[src/rtl/gtc_pkg.sv]
package gtc_pkg;

  typedef enum logic [2:0] {
    PH_OFF,
    PH_PULSE,
    PH_DEAD,
    PH_HI,
    PH_LO
  } ph_state_t;

  // Effective dead time: the requested count, raised to the floor when lower.
  function automatic int unsigned dt_effective(input int unsigned req,
                                               input int unsigned floor_v);
    return (req < floor_v) ? floor_v : req;
  endfunction

endpackage

[src/rtl/gtc_dt_config.sv]
module gtc_dt_config #(
  parameter int DT_W       = 12,
  parameter int DT_DEFAULT = 1500,
  parameter int DT_MIN     = 8
) (
  input  logic            clk,
  input  logic            rst_n,
  input  logic            load,
  input  logic [DT_W-1:0] req,
  input  logic            all_idle,
  output logic [DT_W-1:0] dt_q
);

  logic load_ok;
  assign load_ok = load & all_idle;

  always_ff @(posedge clk or negedge rst_n) begin
    if (!rst_n) dt_q <= DT_W'(DT_DEFAULT);
    else if (load_ok) dt_q <= DT_W'(gtc_pkg::dt_effective(32'(req), DT_MIN));
  end

  // a busy block keeps its dead time
  p_busy_load_ignored_r7: assert property (@(posedge clk) disable iff (!rst_n)
    (load && !all_idle) |=> $stable(dt_q));

  // dead time never below the floor
  p_dt_floor_r7: assert property (@(posedge clk) disable iff (!rst_n)
    dt_q >= DT_W'(DT_MIN));

endmodule

[src/rtl/gtc_phase.sv]
module gtc_phase #(
  parameter int DT_W         = 12,
  parameter int PULSE_CYCLES = 450
) (
  input  logic            clk,
  input  logic            rst_n,
  input  logic            kill,
  input  logic            en,
  input  logic            pwm,
  input  logic [DT_W-1:0] dt,
  output logic            gate_hi,
  output logic            gate_lo,
  output logic            sw_strobe,
  output logic            idle
);
  import gtc_pkg::*;

  localparam int PULSE_W = $clog2(PULSE_CYCLES + 1);
  localparam int CNT_W   = (DT_W > PULSE_W) ? DT_W : PULSE_W;

  ph_state_t        st, st_n;
  logic [CNT_W-1:0] cnt, cnt_n;
  logic             hi_n, lo_n;
  logic             armed, armed_n;
  logic             en_edge;
  logic             cnt_done;
  logic [CNT_W-1:0] dt_load_val;

  assign en_edge     = en & ~armed;
  assign cnt_done    = (cnt == '0);
  assign dt_load_val = CNT_W'(dt) - CNT_W'(1);
  assign armed_n     = en & ~kill;
  assign idle        = (st == PH_OFF);

  always_comb begin
    st_n  = st;
    cnt_n = cnt;
    hi_n  = gate_hi;
    lo_n  = gate_lo;
    if (kill || !en) begin
      st_n  = PH_OFF;
      cnt_n = '0;
      hi_n  = 1'b0;
      lo_n  = 1'b0;
    end else if (en_edge) begin
      st_n  = PH_PULSE;
      cnt_n = CNT_W'(PULSE_CYCLES - 1);
      hi_n  = 1'b0;
      lo_n  = 1'b1;
    end else begin
      unique case (st)
        PH_PULSE: begin
          if (!cnt_done) cnt_n = cnt - CNT_W'(1);
          else if (pwm) begin
            lo_n  = 1'b0;
            st_n  = PH_DEAD;
            cnt_n = dt_load_val;
          end else st_n = PH_LO;
        end
        PH_LO: begin
          if (pwm) begin
            lo_n  = 1'b0;
            st_n  = PH_DEAD;
            cnt_n = dt_load_val;
          end
        end
        PH_HI: begin
          if (!pwm) begin
            hi_n  = 1'b0;
            st_n  = PH_DEAD;
            cnt_n = dt_load_val;
          end
        end
        PH_DEAD: begin
          if (!cnt_done) cnt_n = cnt - CNT_W'(1);
          else if (pwm) begin
            hi_n = 1'b1;
            st_n = PH_HI;
          end else begin
            lo_n = 1'b1;
            st_n = PH_LO;
          end
        end
        default: st_n = PH_OFF;
      endcase
    end
  end

  always_ff @(posedge clk or negedge rst_n) begin
    if (!rst_n) begin
      st        <= PH_OFF;
      cnt       <= '0;
      gate_hi   <= 1'b0;
      gate_lo   <= 1'b0;
      armed     <= 1'b0;
      sw_strobe <= 1'b0;
    end else begin
      st        <= st_n;
      cnt       <= cnt_n;
      gate_hi   <= hi_n;
      gate_lo   <= lo_n;
      armed     <= armed_n;
      sw_strobe <= (hi_n & ~gate_hi) | (lo_n & ~gate_lo);
    end
  end


  p_no_overlap_r8: assert property (@(posedge clk) disable iff (!rst_n)
    !(gate_hi && gate_lo));


  p_kill_clears_r9: assert property (@(posedge clk) disable iff (!rst_n)
    kill |=> (!gate_hi && !gate_lo));


  p_disabled_off_r2: assert property (@(posedge clk) disable iff (!rst_n)
    !en |=> (!gate_hi && !gate_lo));


  p_enable_pulse_r4: assert property (@(posedge clk) disable iff (!rst_n)
    (en && !armed && !kill) |=> (gate_lo && !gate_hi));


  p_strobe_r10: assert property (@(posedge clk) disable iff (!rst_n)
    sw_strobe == ($rose(gate_hi) || $rose(gate_lo)));

  // high side only turns on out of a gap
  p_hi_after_gap_r6: assert property (@(posedge clk) disable iff (!rst_n)
    $rose(gate_hi) |-> $past(!gate_lo && !gate_hi));

endmodule

[src/rtl/gate_timing_ctrl.sv]
module gate_timing_ctrl #(
  parameter int NUM_PH       = 3,
  parameter int DT_W         = 12,
  parameter int DT_DEFAULT   = 1500,
  parameter int DT_MIN       = 8,
  parameter int PULSE_CYCLES = 450
) (
  input  logic              clk,
  input  logic              rst_n,
  input  logic              all_off,
  input  logic [NUM_PH-1:0] phase_en,
  input  logic [NUM_PH-1:0] pwm_in,
  input  logic              dt_load,
  input  logic [DT_W-1:0]   dt_cycles,
  output logic [NUM_PH-1:0] gate_hi,
  output logic [NUM_PH-1:0] gate_lo,
  output logic [NUM_PH-1:0] sw_strobe
);

  logic [NUM_PH-1:0] idle_vec;
  logic              all_idle;
  logic [DT_W-1:0]   dt_q;

  assign all_idle = &idle_vec;

  gtc_dt_config #(
    .DT_W(DT_W), .DT_DEFAULT(DT_DEFAULT), .DT_MIN(DT_MIN)
  ) i_cfg (
    .clk(clk), .rst_n(rst_n), .load(dt_load), .req(dt_cycles),
    .all_idle(all_idle), .dt_q(dt_q)
  );

  for (genvar p = 0; p < NUM_PH; p++) begin : g_ph
    gtc_phase #(
      .DT_W(DT_W), .PULSE_CYCLES(PULSE_CYCLES)
    ) i_ph (
      .clk(clk), .rst_n(rst_n), .kill(all_off), .en(phase_en[p]),
      .pwm(pwm_in[p]), .dt(dt_q), .gate_hi(gate_hi[p]),
      .gate_lo(gate_lo[p]), .sw_strobe(sw_strobe[p]), .idle(idle_vec[p])
    );
  end

  // global off reaches every phase
  p_all_off_global_r9: assert property (@(posedge clk) disable iff (!rst_n)
    all_off |=> (gate_hi == '0 && gate_lo == '0));

endmodule

[config.mk]
export PLATFORM = sky130hd
export DESIGN_NAME = gate_timing_ctrl
export DESIGN_NICKNAME = d
export VERILOG_FILES = /design/src/rtl/gtc_pkg.sv /design/src/rtl/gtc_dt_config.sv /design/src/rtl/gtc_phase.sv /design/src/rtl/gate_timing_ctrl.sv
export SDC_FILE = /design/constraint.sdc
export NUM_CORES = 1
export LEC_CHECK = 0
export ABC_AREA = 0
export BUFFER_PORTS_ARGS = -buffer_cell sky130_fd_sc_hd__buf_2
export CORE_AREA = 5 5 99 101
export DETAILED_ROUTE_END_ITERATION = 6
export DIE_AREA = 0 0 104 106
export GPL_TIMING_DRIVEN = 0
export PLACE_DENSITY = 0.8
export SKIP_CTS_REPAIR_TIMING = 1
export SLEW_MARGIN = 20
export SYNTH_ARGS = -nofsm -noshare
export SYNTH_HDL_FRONTEND = slang
export SYNTH_SLANG_ARGS = --single-unit
[constraint.sdc]
create_clock -name clk -period 5.22 [get_ports clk]
set_input_delay 0 -clock clk [delete_from_list [all_inputs] [get_ports clk]]
set_output_delay 0 -clock clk [all_outputs]
set_load 0.005 [all_outputs]
==> reports/results.ini <==
[run_status]
status=completed

[synthesis]
synthCells=673
ys_ff_latch=69
ys_warn_count=0
syn_area_um2=5370
syn_nets=702
synth_edf_count=0
synth-async-reset-ratio_pct=100
synth_top_cell_by_area=dfrtp_1
synth_area_leaders=dfrtp_1 29%, a21oi_1 5.0%, nor2_1 5.0%
synthDistinctLibCells=78
yosys.area.top_type_share_pct=28.9
syn_area_per_cell_um2=7.98
ys_seq_area_share_pct=32.3
synthFlopType=dfrtp_1

[routing]
via_per_inst=6.54
vias=5514
drc_errors=0
wl_per_cell_um=19.4
ant_nets=0
drt-initial-drc-count=618
first_pass_iters=6
routed_wl_mm=16.3

[sta]
hold_slack_ns=0.00484
worstMarginPinSlew_ns=0.959
slew_violations=0
slew_headroom_pct=35.6
hold_violations=0
period_minus_slack_ns=3.03
fin_skew_ns=0.0134
final-setup-viol-count=0
finalCritPeriodShare_pct=58.1
setup_tns_ns=0
rsz0062_at_grt=false
max_freq_mhz=330

[clocking]
cts.htree.levels=3
cts_buffer_depth=2
cts_num_sinks=69
clk_latency_ns=0.36
cts_buffers=9
clkSlewWorstSetupHoldPaths_ns=0.08
cts_tree=done
clockRootBuffer=clkbuf_8

[cells_and_area]
nets=756
antenna-diode-count=0
area_delta_synth_final_pct=11.5
drive_above_1_share_pct=12.2

[floorplanning]
io_pins=31
die_h_um=106
core_um2=8930
start_util_pct=60.1
num_rows=35
dieWidth_um=104
die_area_um2=11000

[placement]
gp_congestion=0.952
dp_hpwl_mm=11.8
portBuffers=29

[setup_path]
r2r_start=i_cfg.dt_q[0]
crit_path_start_kind=flop
cp_data_required_time_ns=5.52
path_class=reg -> reg
r2r_cells=9
end_kind=flop
r2r-end=g_ph[2].i_ph.cnt[6]
reg2reg_slack_ns=2.19
worst-path-max-fanout=8
crit_start=i_cfg.dt_q[0]
arrival_ns=3.33

[power]
power_density_nw_per_um2=295
irDropWorstVdd_v=0.000208
leakage_uw=0.00254

[run]
maxCapViolCount=0

[grt]
gr-total-overflow=0
grt_pass1_wl_mm=26.4
grt_max_degree=37
antenna_found_initial=0
grt_use_total_pct=29.3
grt_pass1_vias=5128

[hold_path]
hold_class=in -> reg
whs_path_depth=3
hold_start=phase_en[1]
holdPathEnd=g_ph[1].i_ph.st[0]

[cells in the final DEF, fill, tap and decap left out, types with 20 or more instances in the layout]
master    synthesis  layout
dfrtp_1          62      62
o21ai_0          34      34
nor3_1           26      26
nor2_1           72      72
clkbuf_1         27      28
a21oi_1          54      54
inv_1            23      23
buf_2             6      34
o31ai_1          20      20
nand2_1          71      71
[metrics by stage]
stage / cell area (um^2) / setup WS, ns / power [uW] / instances / utilization (%)
after floorplan: 5370 / 2.92 / 1140 / 673 / -
after global placement: 5660 / 2.43 / 1320 / 813 / 63.3
after detailed placement: 5680 / 2.25 / 1330 / 814 / 63.6
after CTS: 5860 / 2.21 / 1740 / 830 / 65.6
after global routing: 5990 / 2.02 / 1870 / 843 / 67.0
final: 5990 / 2.19 / 1760 / 843 / 67.0
[cells in the mapped netlist (all sizes together) (10+ instances only)]
library cell  count
nor2             72
nand2            71
dfrtp            62
a21oi            54
o21ai            36
clkbuf           28
nor3             27
inv              23
o31ai            20
buf              18
o22ai            17
nand2b           14
xor2             14
nor2b            12
a211oi           11
a31oi            11
xnor2            11
nor4             10
[critical path, cell delays in order (launching register included)]
cell	delay (ns)
dfrtp_1	0.36
clkbuf_1	0.23
inv_1	0.15
ha_1	0.19
nor3b_1	0.49
nand2_1	0.16
xnor2_1	0.74
a221oi_1	0.21
o31ai_1	0.29
a22o_1	0.15
[cell families after synthesis]
group                      synth area share, %
and+or+nand+nor                           24.5
AOI/OAI and AO/OA                         28.8
buffers and inverters                     5.89
DFF                                       32.3
xor gates and xnor gates                  4.08
muxes                                     2.80
adders and majority gates                 1.63
[layer usage]
layer | part of all wire (%) | GRT usage (%)
met5 | 0 | 0
met3 | 9.9 | 6.13
met1 | 42 | 41.2
met4 | 3.2 | 11.4
met2 | 45 | 44.4
[flip-flops by register name, indices dropped and copies added, names as in the netlist]
| register | flops |
|---|---|
| g_ph.i_ph.armed | 3 |
| g_ph.i_ph.cnt | 36 |
| g_ph.i_ph.gate_hi | 3 |
| g_ph.i_ph.gate_lo | 3 |
| g_ph.i_ph.st | 9 |
| g_ph.i_ph.sw_strobe | 3 |
| i_cfg.dt_q | 12 |
[worst max path at each step]
stage	to	depth (start not counted)
2_1_floorplan	g_ph[0].i_ph.cnt[11]	10
3_3_place_gp	g_ph[2].i_ph.cnt[6]	9
3_5_place_dp	g_ph[1].i_ph.cnt[6]	8
4_1_cts	g_ph[2].i_ph.cnt[6]	9
5_1_grt	g_ph[1].i_ph.cnt[6]	8
6_report	g_ph[2].i_ph.cnt[6]	9
[report_power, final]
| group | internal, uW | switching [uW] |
|---|---|---|
| Clock | 186 | 224 |
| Sequential | 586 | 47.2 |
| Combinational | 269 | 451 |
| Total | 1040 | 723 |
[area by class of cell]
class	count	area, um^2
clock inverter	5	37.5
buffer	46	230
timing repair buffer	43	298
fill	768	2950
inverter	23	86.3
tap	111	139
clock buffer	11	141
multi-input combinational	535	3320
sequential	69	1740
Power figures use the tool's default switching activity.
